--- src/rtl/ddr_ser_pkg.sv ---
package ddr_ser_pkg;
  localparam int unsigned DEF_DATA_W = 8;

  typedef enum logic {
    PHASE_LOW  = 1'b0,
    PHASE_HIGH = 1'b1
  } phase_e;
endpackage

--- src/rtl/ddr_pair_reg.sv ---
module ddr_pair_reg #(
  parameter int unsigned DATA_W = 8
) (
  input  logic              clk,
  input  logic              rst,
  input  logic              load_en,
  input  logic [DATA_W-1:0] word_a,
  input  logic [DATA_W-1:0] word_b,
  output logic [DATA_W-1:0] lead_q,
  output logic [DATA_W-1:0] trail_q
);
  // Both words share one rising edge; reset wins over the enable.
  always_ff @(posedge clk) begin
    if (rst) begin
      lead_q  <= '0;
      trail_q <= '0;
    end else if (load_en) begin
      lead_q  <= word_a;
      trail_q <= word_b;
    end
  end
endmodule

--- src/rtl/ddr_fall_reg.sv ---
module ddr_fall_reg #(
  parameter int unsigned DATA_W = 8
) (
  input  logic              clk,
  input  logic [DATA_W-1:0] trail_d,
  output logic [DATA_W-1:0] trail_fq
);
  // Retimes the trailing word to the falling edge so the low phase
  // starts from a settled register output.
  always_ff @(negedge clk) begin
    trail_fq <= trail_d;
  end
endmodule

--- src/rtl/ddr_phase_mux.sv ---
module ddr_phase_mux
  import ddr_ser_pkg::*;
#(
  parameter int unsigned DATA_W = 8
) (
  input  logic              clk,
  input  logic [DATA_W-1:0] lead_q,
  input  logic [DATA_W-1:0] trail_fq,
  output logic [DATA_W-1:0] ddr_q
);
  phase_e phase;

  always_comb begin
    phase = phase_e'(clk);
    unique case (phase)
      PHASE_HIGH: ddr_q = lead_q;
      default:    ddr_q = trail_fq;
    endcase
  end
endmodule

--- src/rtl/ddr_out_serializer.sv ---
module ddr_out_serializer
  import ddr_ser_pkg::*;
#(
  parameter int unsigned DATA_W = DEF_DATA_W
) (
  input  logic              clk,
  input  logic              rst,
  input  logic              load_en,
  input  logic [DATA_W-1:0] word_a,
  input  logic [DATA_W-1:0] word_b,
  output logic [DATA_W-1:0] ddr_q
);
  logic [DATA_W-1:0] lead_q;
  logic [DATA_W-1:0] trail_q;
  logic [DATA_W-1:0] trail_fq;

  ddr_pair_reg #(.DATA_W(DATA_W)) u_pair (
    .clk     (clk),
    .rst     (rst),
    .load_en (load_en),
    .word_a  (word_a),
    .word_b  (word_b),
    .lead_q  (lead_q),
    .trail_q (trail_q)
  );

  ddr_fall_reg #(.DATA_W(DATA_W)) u_fall (
    .clk      (clk),
    .trail_d  (trail_q),
    .trail_fq (trail_fq)
  );

  ddr_phase_mux #(.DATA_W(DATA_W)) u_mux (
    .clk      (clk),
    .lead_q   (lead_q),
    .trail_fq (trail_fq),
    .ddr_q    (ddr_q)
  );
endmodule

--- config.mk ---
export PLATFORM = sky130hd
export DESIGN_NAME = ddr_out_serializer
export DESIGN_NICKNAME = d
export VERILOG_FILES = /design/src/rtl/ddr_ser_pkg.sv /design/src/rtl/ddr_pair_reg.sv /design/src/rtl/ddr_fall_reg.sv /design/src/rtl/ddr_phase_mux.sv /design/src/rtl/ddr_out_serializer.sv
export SDC_FILE = /design/constraint.sdc
export NUM_CORES = 1
export LEC_CHECK = 0
export ABC_AREA = 1
export BUFFER_PORTS_ARGS = -buffer_cell sky130_fd_sc_hd__buf_2
export CAP_MARGIN = 20
export CELL_PAD_IN_SITES_DETAIL_PLACEMENT = 1
export CELL_PAD_IN_SITES_GLOBAL_PLACEMENT = 1
export CORE_MARGIN = 5
export CORE_UTILIZATION = 26
export DETAILED_ROUTE_END_ITERATION = 10
export GPL_TIMING_DRIVEN = 0
export PLACE_DENSITY_LB_ADDON = 0.15
export SYNTH_ARGS = -nofsm -noshare
export SYNTH_HDL_FRONTEND = slang
export SYNTH_SLANG_ARGS = --single-unit
export TNS_END_PERCENT = 30
--- constraint.sdc ---
create_clock -name clk -period 0.8 [get_ports clk]
set_clock_uncertainty 0.05 [all_clocks]
set_input_delay 0.12 -clock clk [delete_from_list [all_inputs] [get_ports clk]]
set_output_delay 0.12 -clock clk [all_outputs]
set_load 0.02 [all_outputs]
==> results.sh <==
export IMPL_fmax_mhz=613
export IMPL_cpMaxStageDelayCell="dfxtp_2"
export IMPL_die_w_um=69.8
export IMPL_grt_pass1_vias=1437
export IMPL_power_density_nw_per_um2=3440
export IMPL_drc=0
export IMPL_grt_antenna_before_repair=0
export IMPL_min_period_ps=1630
export IMPL_synth_area_um2=930
export IMPL_tightest_slew_ps=225
export IMPL_clk_pin_slew_ps=110
export IMPL_synth_area_leaders="dfxtp_1, nand2_1, nor2_1, inv_1, buf_6"
export IMPL_grt_overflow=0
export IMPL_setup_tns_ps=-12020
export IMPL_worst_path_stages=3
export IMPL_final_setup_viol_count=40
export IMPL_slew_headroom=0.850
export IMPL_end_kind="output port"
export IMPL_drt_iter0_drc=56
export IMPL_synth_avg_cell_area_um2=6.89
export IMPL_crit_fanout=2
export IMPL_drv_slew=0
export IMPL_port_buffers=26
export IMPL_die_y_um=69.8
export IMPL_utilization=0.535
export IMPL_diodes=0
export IMPL_maxCapViolations=0
export IMPL_routed_wirelength_um=3590
export IMPL_drive_gt1_frac=0.452
export IMPL_syn_num_nets=154
export IMPL_cts_tree="done"
export IMPL_hold_viol=0
export IMPL_fin_nets=241
export IMPL_crit_type="reg -> out"
export IMPL_start_util=0.274
export IMPL_drtPass1Iterations=4
export IMPL_crit_chain="nand2_2 -> nand2_2 -> buf_6"
export IMPL_status="complete, but fails checks"
export IMPL_coreArea_um2=3390
export IMPL_violations="negative setup slack"
export IMPL_hold_path_depth=6
export IMPL_die_area_um2=4870
export IMPL_p_leak_nw=0.988
export IMPL_crit_buf_inv=1
export IMPL_clock_latency_ps=860
export IMPL_place_hpwl_um=1660
export IMPL_arrival_ps=1460
export IMPL_syn_inst=135
export IMPL_rsz0062_at_grt="true"
export IMPL_yosys_area_top_type="dfxtp_1"
export IMPL_vias=1161
export IMPL_r2r_cells=0
export IMPL_avgRoutedWirePerCell_um=13.5
export IMPL_via_per_inst=4.35
export IMPL_grt_max_degree=11
export IMPL_synth_warnings=0
export IMPL_ant_nets=0
export IMPL_ir_worst_vdd_v=0.00122
export IMPL_fill_cells=423
export IMPL_cp_required_ps=630
export IMPL_fp_row_count=21
export IMPL_grt_pass1_wl_um=5750
export IMPL_whs_ps=44.6
export IMPL_synth_distinct_cells=9
export IMPL_area_growth_syn_to_layout_pct=95.0
export IMPL_path_delay_family="flip-flops"
export IMPL_ys_seq_area_frac=0.517
export IMPL_dp_slack_ps=-308
export IMPL_fin_ws_ps=-831
export IMPL_ys_ff_latch=24
export IMPL_ios=27
export IMPL_cpPeakStageDelay_ps=370
export IMPL_grtUsageTotal=0.163
export IMPL_hold_path_class="in -> reg"
export IMPL_finalCritPeriodShare=2.04
export IMPL_cp_start_kind="flip-flop"
export IMPL_cp_common_cell="nand2_2"
export IMPL_routabilityCongestion=0.679
export IMPL_synth_top_area_share=0.517
[per-layer routing]
metal / global-route usage / up-vias / routed length, um
li1: - / 561 / -
met1: 0.109 / 528 / 1150
met2: 0.272 / 53 / 2050
met3: 0.0855 / 19 / 200
met4: 0.219 / 0 / 194
met5: 0 / - / 0
[sequential cells by signal, indices dropped and copies added (netlist names)]
register         cells
u_fall.trail_fq      8
u_pair.lead_q        8
u_pair.trail_q       8
[tightest hold or removal path: stages]
cell and delay, ps:
dlygate4sd3_1 520, buf_2 100, inv_1 30, nand2_1 40, nand2_1 40, nor2_1 70
[worst paths after layout]
path	start	endpoint	slack (ps)
setup / recovery	u_pair.lead_q[5]	ddr_q[5]	-830
hold / removal	word_b[7]	u_pair.trail_q[7]	40
hold reg to reg	u_pair.trail_q[7]	u_pair.trail_q[7]	430
setup reg to reg	u_pair.trail_q[5]	u_fall.trail_fq[5]	-460
[synth_stat cells]
master	number
nand2_1	56
buf_4	1
nor2_2	2
inv_1	17
nor2_1	30
buf_2	1
inv_2	1
dfxtp_1	24
buf_6	3
[kinds of logic (layout without fill, tap and decap cells)]
family | count (synthesis) | in the layout | share of synthesized area
buffers and inverters | 23 | 109 | 0.122
flip-flops | 24 | 24 | 0.517
AND/OR/NAND/NOR | 88 | 88 | 0.361
[area by class of cell]
cell class                      instances  area [um^2]  share of cell area
Tap cell                               46         57.6              0.0317
Clock inverter                         16          100              0.0552
Inverter                               17         63.8              0.0352
Timing Repair Buffer                   47          398               0.219
Multi-Input combinational cell         88          385               0.213
Buffer                                  4         41.3              0.0228
Sequential cell                        24          499               0.275
Clock buffer                           25          268               0.148
[where the power goes]
part | total, mW | internal, mW | leakage [nW] | switching [mW]
clock network | 4.55 | 2.25 | 0.289 | 2.30
logic | 0.351 | 0.199 | 0.494 | 0.152
registers | 1.34 | 1.29 | 0.204 | 0.0443
total | 6.23 | 3.74 | 0.988 | 2.50
[placed cells by master, fill, tap and decap left out]
cell	synthesis	layout
dfxtp_1	24	9
inv_4	0	16
buf_4	1	3
clkbuf_4	0	10
nor2_2	2	3
dfxtp_2	0	15
buf_6	3	11
nand2_1	56	37
buf_2	1	18
dlymetal6s4s_1	0	8
clkbuf_16	0	2
clkbuf_1	0	1
nor2_1	30	29
inv_1	17	17
clkbuf_8	0	3
nand2_2	0	19
dlygate4sd3_1	0	20
[repair_timing]
action | 4_1_cts | 5_1_grt
hold buffers | 27 | 1
pin swaps | 16 | 0
buffers inserted | 1 | 1
endpoints found under the setup margin | 26 | 41
resized for setup | 46 | 12
endpoints found under the hold margin | 16 | 14
[per-stage QoR]
step           power (mW)  area [um^2]  std cells
2_1_floorplan        2.30          952        135
3_3_place_gp         2.53         1140        207
3_5_place_dp         2.55         1140        207
4_1_cts              6.24         1770        265
5_1_grt              6.59         1810        267
6_report             6.23         1810        267
Note: power is estimated with default switching activity, not from simulation.
